[config.mk]
export PLATFORM = sky130hd
export DESIGN_NAME = keyed_wdt
export DESIGN_NICKNAME = d
export VERILOG_FILES = /design/src/rtl/kwd_pkg.sv /design/src/rtl/kwd_regs.sv /design/src/rtl/kwd_prescaler.sv /design/src/rtl/kwd_core.sv /design/src/rtl/keyed_wdt.sv
export SDC_FILE = /design/constraint.sdc
export NUM_CORES = 1
export LEC_CHECK = 0
export BUFFER_PORTS_ARGS = -buffer_cell sky130_fd_sc_hd__buf_2
export CAP_MARGIN = 0
export CORE_MARGIN = 5
export CORE_UTILIZATION = 30
export CTS_CLUSTER_DIAMETER = 30
export CTS_CLUSTER_SIZE = 30
export DETAILED_ROUTE_END_ITERATION = 10
export PLACE_DENSITY = 0.6
export SYNTH_ARGS = -nofsm -noshare
export SYNTH_HDL_FRONTEND = slang
export SYNTH_SLANG_ARGS = --single-unit
[constraint.sdc]
create_clock -name clk -period 2.2 [get_ports clk]
set_input_delay 0.22 -clock clk [delete_from_list [all_inputs] [get_ports clk]]
set_output_delay 0.22 -clock clk [all_outputs]
set_load 0.02 [all_outputs]
[src/rtl/kwd_pkg.sv]
package kwd_pkg;
  localparam int CNT_W       = 8;
  localparam int OFF_CFG     = 'h0;
  localparam int OFF_RESTART = 'h4;
  localparam int OFF_COUNT   = 'hC;
  localparam logic [7:0] RESTART_KEY = 8'hB2;

  // rate select codes; 5..7 are undefined and stop the counter
  localparam logic [2:0] RATE_OFF  = 3'd0;
  localparam logic [2:0] RATE_128  = 3'd1;
  localparam logic [2:0] RATE_16   = 3'd2;
  localparam logic [2:0] RATE_1    = 3'd3;
  localparam logic [2:0] RATE_SLOW = 3'd4;

  typedef struct packed {
    logic [2:0]       rate;
    logic [CNT_W-1:0] irq_thr;
    logic [CNT_W-1:0] exp_thr;
    logic             exp_en;
    logic             irq_en;
    logic             cnt_en;
  } cfg_t;

  localparam cfg_t CFG_INIT = '{rate: RATE_OFF, irq_thr: '1, exp_thr: '1,
                                exp_en: 1'b0, irq_en: 1'b0, cnt_en: 1'b0};
endpackage

[src/rtl/kwd_regs.sv]
module kwd_regs
  import kwd_pkg::*;
#(
  parameter int ADDR_W = 8
) (
  input  logic              clk,
  input  logic              rst_n,
  input  logic              sel,
  input  logic              wr,
  input  logic [ADDR_W-1:0] addr,
  input  logic [31:0]       wdata,
  input  logic [CNT_W-1:0]  cnt,
  output cfg_t              cfg,
  output logic              restart_hit,
  output logic [31:0]       rdata
);
  logic wr_cfg, wr_restart;

  assign wr_cfg      = sel && wr && (addr == ADDR_W'(OFF_CFG));
  assign wr_restart  = sel && wr && (addr == ADDR_W'(OFF_RESTART));
  assign restart_hit = wr_restart && (wdata[7:0] == RESTART_KEY);

  always_ff @(posedge clk) begin
    if (!rst_n) begin
      cfg <= CFG_INIT;
    end else if (wr_cfg) begin
      cfg.cnt_en  <= wdata[0];
      cfg.irq_en  <= wdata[1];
      cfg.exp_en  <= wdata[2];
      cfg.exp_thr <= wdata[15:8];
      cfg.irq_thr <= wdata[23:16];
      cfg.rate    <= wdata[26:24];
    end
  end

  always_comb begin
    rdata = '0;
    if (addr == ADDR_W'(OFF_CFG)) begin
      rdata = {5'b0, cfg.rate, cfg.irq_thr, cfg.exp_thr,
               5'b0, cfg.exp_en, cfg.irq_en, cfg.cnt_en};
    end else if (addr == ADDR_W'(OFF_COUNT)) begin
      rdata = {{(32-CNT_W){1'b0}}, cnt};
    end
  end
endmodule

[src/rtl/kwd_prescaler.sv]
module kwd_prescaler
  import kwd_pkg::*;
#(
  parameter int SH_128  = 1,
  parameter int SH_16   = 4,
  parameter int SH_1    = 8,
  parameter int SH_SLOW = 12
) (
  input  logic       clk,
  input  logic       rst_n,
  input  logic       base_tick,
  input  logic       run,
  input  logic       clear,
  input  logic [2:0] rate,
  output logic       rate_valid,
  output logic       rate_tick
);
  localparam int PRE_W = SH_SLOW;
  localparam logic [PRE_W-1:0] ONES = {PRE_W{1'b1}};

  logic [PRE_W-1:0] pre_q;
  logic [PRE_W-1:0] mask;

  always_comb begin
    rate_valid = 1'b1;
    mask       = '0;
    case (rate)
      RATE_128:  mask = ONES >> (PRE_W - SH_128);
      RATE_16:   mask = ONES >> (PRE_W - SH_16);
      RATE_1:    mask = ONES >> (PRE_W - SH_1);
      RATE_SLOW: mask = ONES;
      default:   rate_valid = 1'b0;
    endcase
  end

  assign rate_tick = run && base_tick && ((pre_q & mask) == mask);

  always_ff @(posedge clk) begin
    if (!rst_n || clear || !run) begin
      pre_q <= '0;
    end else if (base_tick) begin
      pre_q <= pre_q + 1'b1;
    end
  end
endmodule

[src/rtl/kwd_core.sv]
module kwd_core
  import kwd_pkg::*;
(
  input  logic             clk,
  input  logic             rst_n,
  input  logic             rate_tick,
  input  logic             clear,
  input  cfg_t             cfg,
  output logic [CNT_W-1:0] cnt,
  output logic             expired,
  output logic             irq,
  output logic             rst_req
);
  logic [CNT_W-1:0] cnt_nxt;

  assign cnt_nxt = cnt + 1'b1;

  always_ff @(posedge clk) begin
    if (!rst_n || clear) begin
      cnt     <= '0;
      expired <= 1'b0;
      irq     <= 1'b0;
      rst_req <= 1'b0;
    end else begin
      rst_req <= 1'b0;
      if (rate_tick) begin
        cnt <= cnt_nxt;
        if (cnt_nxt == cfg.exp_thr && cfg.exp_en) begin
          expired <= 1'b1;
          rst_req <= 1'b1;
        end
        if (cnt_nxt == cfg.irq_thr && cfg.irq_en) begin
          irq <= 1'b1;
        end
      end
    end
  end
endmodule

[src/rtl/keyed_wdt.sv]
module keyed_wdt
  import kwd_pkg::*;
#(
  parameter int ADDR_W  = 8,
  parameter int SH_128  = 1,
  parameter int SH_16   = 4,
  parameter int SH_1    = 8,
  parameter int SH_SLOW = 12
) (
  input  logic              clk,
  input  logic              rst_n,
  input  logic              base_tick,
  input  logic              bus_sel,
  input  logic              bus_wr,
  input  logic [ADDR_W-1:0] bus_addr,
  input  logic [31:0]       bus_wdata,
  output logic [31:0]       bus_rdata,
  output logic              irq,
  output logic              rst_req
);
  cfg_t             cfg;
  logic             restart_hit;
  logic             rate_valid;
  logic             rate_tick;
  logic             expired;
  logic             run;
  logic [CNT_W-1:0] cnt_q;

  assign run = cfg.cnt_en && cfg.exp_en && rate_valid && !expired;

  kwd_regs #(.ADDR_W(ADDR_W)) u_regs (
    .clk(clk), .rst_n(rst_n), .sel(bus_sel), .wr(bus_wr), .addr(bus_addr),
    .wdata(bus_wdata), .cnt(cnt_q), .cfg(cfg), .restart_hit(restart_hit),
    .rdata(bus_rdata)
  );

  kwd_prescaler #(.SH_128(SH_128), .SH_16(SH_16), .SH_1(SH_1), .SH_SLOW(SH_SLOW)) u_pre (
    .clk(clk), .rst_n(rst_n), .base_tick(base_tick), .run(run),
    .clear(restart_hit), .rate(cfg.rate), .rate_valid(rate_valid),
    .rate_tick(rate_tick)
  );

  kwd_core u_core (
    .clk(clk), .rst_n(rst_n), .rate_tick(rate_tick), .clear(restart_hit),
    .cfg(cfg), .cnt(cnt_q), .expired(expired), .irq(irq), .rst_req(rst_req)
  );
endmodule

* Word-level counts from Yosys, hierarchy flattened
Cells that the tools add are included.
** Word-level totals
- Output and inout bits :: 34
- Word-level logic and storage cells :: 51
- Bits in registers :: 45
- Bits of input ports :: 45
** Cells by class
- Bitwise logic cells :: 2
- Reductions and logical operators :: 21
- Eq/ne operators :: 10
- Mux-type cells :: 5
- Add/sub/neg operators :: 2
** Operator list (number)
- $pmux 12 s4 :: 1
- $mux 32 :: 1
- $eq 8x8->1 :: 2
- $add 12x1->12 const B :: 1
- $and 12x12->12 :: 1
- $eq 12x12->1 :: 1
- $logic_and 1x1->1 :: 11
- $add 8x1->8 const B :: 1
- $eq 8x3->1 const B :: 1
- $eq 8x4->1 const B :: 1
- $eq 8x8->1 const B :: 1
- $logic_not 8->1 :: 1
- $mux 8 :: 1
- $eq 3x2->1 const B :: 2
- $reduce_and 2->1 :: 2
- $reduce_or 4->1 :: 1
- $eq 3x1->1 const B :: 1
- $eq 3x3->1 const B :: 1
- $logic_not 1->1 :: 3
- $logic_or 1x1->1 :: 2
- $mux 1 :: 2
- $reduce_or 2->1 :: 1
- $not 1->1 :: 1

* Logic depth before layout (Yosys ltp)
- Depth in word-level cells :: 9
- Gate-level depth with buffers :: 8

* Modules after synthesis
From an unflattened synthesis, not the netlist that was laid out.
** Second synthesis, totals
- Cell total of the unflattened synthesis :: 334
- Area total of the unflattened synthesis :: 2857.7 um2
** Modules (own cells, without submodules)
- kwd_regs :: instances 1, cells an instance 145, area each 1301.2 um2
- kwd_core :: instances 1, cells an instance 112, area each 890.9 um2
- kwd_prescaler :: instances 1, cells an instance 76, area each 655.6 um2
- keyed_wdt :: instances 1, cells an instance 1, area each 10.0 um2

* Worst setup path after synthesis
No wires, ideal clock.
- Path kind :: reg2reg
- From :: register u_core.cnt[1]
- To :: register u_core.expired
- Data arrival time :: 1680 ps
- Slack :: 463 ps
- Stages on the path, launching flop included :: 8
- Period minus slack after synthesis :: 1737 ps
- Library setup time :: 57 ps
- Required time :: 2143 ps
- Cells stage by stage :: dfxtp_1 > ha_1 > nand3_1 > nor2_1 > xnor2_1 > o2111ai_1 > nor4_4 > a21o_1
** Between the ends
- Word-level cells in the longest chain between the ends :: 4
** RTL lines
- from (decl) :: line kwd_core.sv:9 : output logic [CNT_W-1:0] cnt,
- from (signal assigned) :: line kwd_core.sv:27 : cnt <= cnt_nxt;
- $add 8x1->8 :: line kwd_core.sv:16 : assign cnt_nxt = cnt + 1'b1;
- $eq 8x8->1 :: line kwd_core.sv:28 : if (cnt_nxt == cfg.exp_thr && cfg.exp_en) begin
- $logic_and 1x1->1 :: line kwd_core.sv:28
- $reduce_and 2->1 (no source line)
- to (signal assigned) :: line kwd_core.sv:21 : expired <= 1'b0;
- to (signal assigned) :: line kwd_core.sv:29 : expired <= 1'b1;
- to (decl) :: line kwd_core.sv:10 : output logic expired,
Every way passes these cells.
A chain may end at the register's enable or synchronous reset.

* Final worst setup path
- From :: register u_pre.pre_q[2]
- To :: register u_core.expired
** Between the ends
- Word-level cells in the longest chain between the ends :: 4
** RTL lines
- from (decl) :: line kwd_prescaler.sv:21 : logic [PRE_W-1:0] pre_q;
- from (signal assigned) :: line kwd_prescaler.sv:42 : pre_q <= pre_q + 1'b1;
- $and 12x12->12 :: line kwd_prescaler.sv:36 : assign rate_tick = run && base_tick && ((pre_q & mask) == mask);
- $eq 12x12->1 :: line kwd_prescaler.sv:36
- $logic_and 1x1->1 :: line kwd_prescaler.sv:36
- $reduce_and 2->1 (no source line)
Every way passes these cells.

==> metrics.sh <==
CLOCK_PATH_BUFFERS=2
CP-END-KIND='flop'
WORST_SETUP_PATH_START_KIND='flop'
CELLLEAKAGEPOWER_nW=1.30
POST_SYNTH_XOR_AREA_FRACTION_PCT=14.6
TRITONCTS_CLOCK_TREE='done'
TIMING_WORST_SETUP_PATH_TYPE='flop to flop'
BUFFER_PORTS.INSERTED=68
DPL.HPWL_MM=4.82
TIMING.CRITICAL_PATH.TO='u_core.expired'
FIRST_GLOBAL_VIAS=2135
SYNTH_AREA_LEADER_CELL='sky130_fd_sc_hd__dfxtp_1'
HOLD_VIOLATIONS=0
WORST-PATH-MAX-FANOUT=8
REPORT.POWER.TOTAL_mW=1.39
GR-TOTAL-OVERFLOW=0
FINALCRITICALPERIOD_NS=1.94
ROUTE.TOP_LAYER_USED='met4'
POSTROUTEANTENNANETS=0
FIN_NETS=421
CTS_HOLD_REPAIR.BUFFERS=0
GP_CONGESTION=0.876
SEQ_AREA_FRAC_SYNTH_PCT=36.7
GLOBALROUTETOTALUTIL_PCT=12.8
ANTENNA_VIOLATIONS_BEFORE_REPAIR=0
M1WIRELENGTH_MM=2.85
CRIT_REQUIRED_NS=2.45
GRT_PASS1_WL_MM=10.3
IO_PINS=79
SYNTH-COMPOUND-AREA-SHARE_PCT=6.73
DIEHEIGHT_UM=100
AREA_DELTA_SYNTH_FINAL_PCT=21.9
MET2_WIRELENGTH_MM=2.90
WIRE_PER_INST_UM=12.7
WORST_SKEW_PAIR.LATE_LATENCY_NS=0.30
SYNTHESIS.AREA_PER_INSTANCE_UM2=7.99
DRT_WL_TOTAL_MM=6.09
ROUTE.DETAILED.DRC=0
POST-CTS-SETUP-BUFFER-COUNT=0
STATUS='complete, no violations'
LAYOUT.CORE_UTILIZATION_PCT=37.0
POST_SYNTH_INSTANCE_AREA_UM2=2450
POST_SYNTH_AND_OR_NAND_NOR_AREA_FRACTION_PCT=34.5
MAX_FREQ_GHz=0.517
DRT_FIRST_ITER_VIOLATIONS=80
YOSYSMOSTFREQUENTCELL='sky130_fd_sc_hd__nand2_1'
CTSRESIZECOUNT=0
CLOCK_SINK_COUNT=45
FINAL_CELL_AREA_UM2=2990
RSZ0062_AT_GRT='false'
H-TREE-DEPTH=2
WORST_CLOCK_SKEW_NS=0.0137
FILLCELLCOUNT=891
TIMING.REG2REG.SETUP_SLACK_NS=0.26
LARGEST_NET_DEGREE_AT_THE_START_OF_GLOBAL_ROUTING=24
YOSYS.AREA.TOP_TYPE_SHARE_PCT=36.7
CRIT_START='u_pre.pre_q[2]'
WORST_HOLD_PATH_TYPE='input port to flop'
VDD.IR_DROP.WORST_V=0.000238
ROOT_BUFFER='sky130_fd_sc_hd__clkbuf_8'
CORE_AREA_UM2=8090
SETUP-VIOLATIONS-FINAL=0
CAP_VIOLATIONS=0
VIAS_AFTER_DETAILED_ROUTING=2197
SYNTH.DISTINCT_CELLS=41
WORSTREG2REGSTART='u_pre.pre_q[2]'
REG2REG_DEPTH=6
MET3_LAYER_WIRE_LENGTH_IN_THE_ROUTED_DESIGN_UM=235
DIEWIDTH_UM=100
YS_FF_LATCH=45
CTS.CLK_SLEW.WORST_PATHS_NS=0.09
ROUTED_VIA_DENSITY=4.59
SLEW_VIOL_FINAL=0
SETUP-TNS-FINAL_NS=0
SYNTH_TOP_FAMILY_BY_AREA='simple AND/OR/NAND/NOR gates'
DIEAREA_UM2=10100
CP.ARRIVAL_NS=2.18
CTS_MADE_BUFFERS=5
SYNTHTOPCELLSBYCOUNT='sky130_fd_sc_hd__nand2_1, sky130_fd_sc_hd__dfxtp_1, sky130_fd_sc_hd__nand3_1, sky130_fd_sc_hd__nor2_1, sky130_fd_sc_hd__and2_1'
MUXSHAREOFSYNTHAREA_PCT=0.816
POWER-PER-CELL-AREA_nW_PER_UM2=466
POSTSYNTHCELLCOUNT=307
SHARE_OF_SYNTHESIZED_REGISTERS_CARRYING_AN_ASYNC_SET_OR_RESET_PCT=0
DRIVE_GT1_SHARE_PCT=24.3
SYNTH.YOSYS.WARNINGS=0
AREA_CONTRIBUTORS_POST_SYNTH='sky130_fd_sc_hd__dfxtp_1, sky130_fd_sc_hd__nand2_1, sky130_fd_sc_hd__xnor2_1, sky130_fd_sc_hd__xor2_1, sky130_fd_sc_hd__and2_1'
R2R_END='u_core.expired'
PLACEMENTROWS=33
SYNTH_TOP_FLOP_CELL='sky130_fd_sc_hd__dfxtp_1'
INITIAL_CELL_DENSITY_OF_THE_CORE_PCT=30.3
FINALCRITPERIODSHARE_PCT=88.0
SYNTH_ENABLE_FLOP_CELLS=0
DPL_CELL_AREA_UM2=2910
SYNTH_ADDER_AREA_SHARE_PCT=1.02
DRT_PASS1_ITERATIONS=4
ANTENNA_DIODE_INSTANCE_COUNT=0
[report_power, final]
group / internal, mW / switching [mW]
Combinational: 0.0336 / 0.0367
Sequential: 0.814 / 0.000475
Clock: 0.220 / 0.288
Total: 1.07 / 0.326
[cells in the final DEF, fill, tap and decap left out, types with 6 or more instances in the layout]
| master | count |
|---|---|
| sky130_fd_sc_hd__buf_2 | 68 |
| sky130_fd_sc_hd__nand2_1 | 61 |
| sky130_fd_sc_hd__dfxtp_1 | 45 |
| sky130_fd_sc_hd__nor2_1 | 27 |
| sky130_fd_sc_hd__nand3_1 | 27 |
| sky130_fd_sc_hd__and2_1 | 23 |
| sky130_fd_sc_hd__xnor2_1 | 21 |
| sky130_fd_sc_hd__xor2_1 | 20 |
| sky130_fd_sc_hd__buf_4 | 9 |
| sky130_fd_sc_hd__nand4_1 | 7 |
| sky130_fd_sc_hd__a21boi_1 | 6 |
[sequential cells by signal (all words and copies together) (netlist names)]
signal          cells
u_core.cnt          8
u_pre.pre_q        12
u_core.rst_req      1
u_core.expired      1
u_core.irq          1
u_regs.cfg         22
[area by class of cell]
type / count / area (µm²) / area share (%)
Multi-Input combinational cell: 240 / 1430 / 47.9
Sequential cell: 45 / 901 / 30.1
Timing Repair Buffer: 78 / 428 / 14.3
Tap cell: 105 / 131 / 4.39
Clock buffer: 5 / 68.8 / 2.30
Inverter: 4 / 15.0 / 0.502
Clock inverter: 2 / 13.8 / 0.460
[through the flow]
step                instances  worst slack (ns)  hold WS [ns]
CTS                       479             0.265         0.111
global route              479            0.0197         0.114
detailed placement        472             0.300         0.434
floorplan                 311             0.463         0.344
finish                    479             0.264         0.119
global placement          472             0.323         0.432
[worst max-delay path: stages (launching register included)]
cell and delay (ns):
sky130_fd_sc_hd__dfxtp_1 0.43, sky130_fd_sc_hd__nand3_1 0.14, sky130_fd_sc_hd__nor4_1 0.29, sky130_fd_sc_hd__o2111a_1 0.50
sky130_fd_sc_hd__nand2b_4 0.09, sky130_fd_sc_hd__nor4_4 0.30, sky130_fd_sc_hd__a21o_1 0.12
[metal layers]
metal	GRT usage [%]	vias to the layer above
li1	-	1138
met1	16.6	999
met2	20.3	53
met3	2.92	7
met4	5.18	0
met5	0	-
[worst min-delay path by stage]
stage                             start              to  slack, ns  cells past startpoint
after floorplan           bus_wdata[13]   u_regs.cfg[8]       0.34                      2
after global placement    bus_wdata[11]   u_regs.cfg[6]       0.43                      3
after detailed placement  bus_wdata[12]   u_regs.cfg[7]       0.43                      3
after CTS                 bus_wdata[12]   u_regs.cfg[7]       0.11                      3
after global routing      bus_wdata[17]  u_regs.cfg[12]       0.11                      3
final                     bus_wdata[12]   u_regs.cfg[7]       0.12                      3
[cell families after synthesis]
logic type,after synthesis
DFF,45
xor gates and xnor gates,41
other,1
and+or+nand+nor,168
muxes,2
buffers and inverters,26
adders and majority gates,2
AOI/OAI and AO/OA,22
No activity file was read; power rests on OpenSTA's default activity.
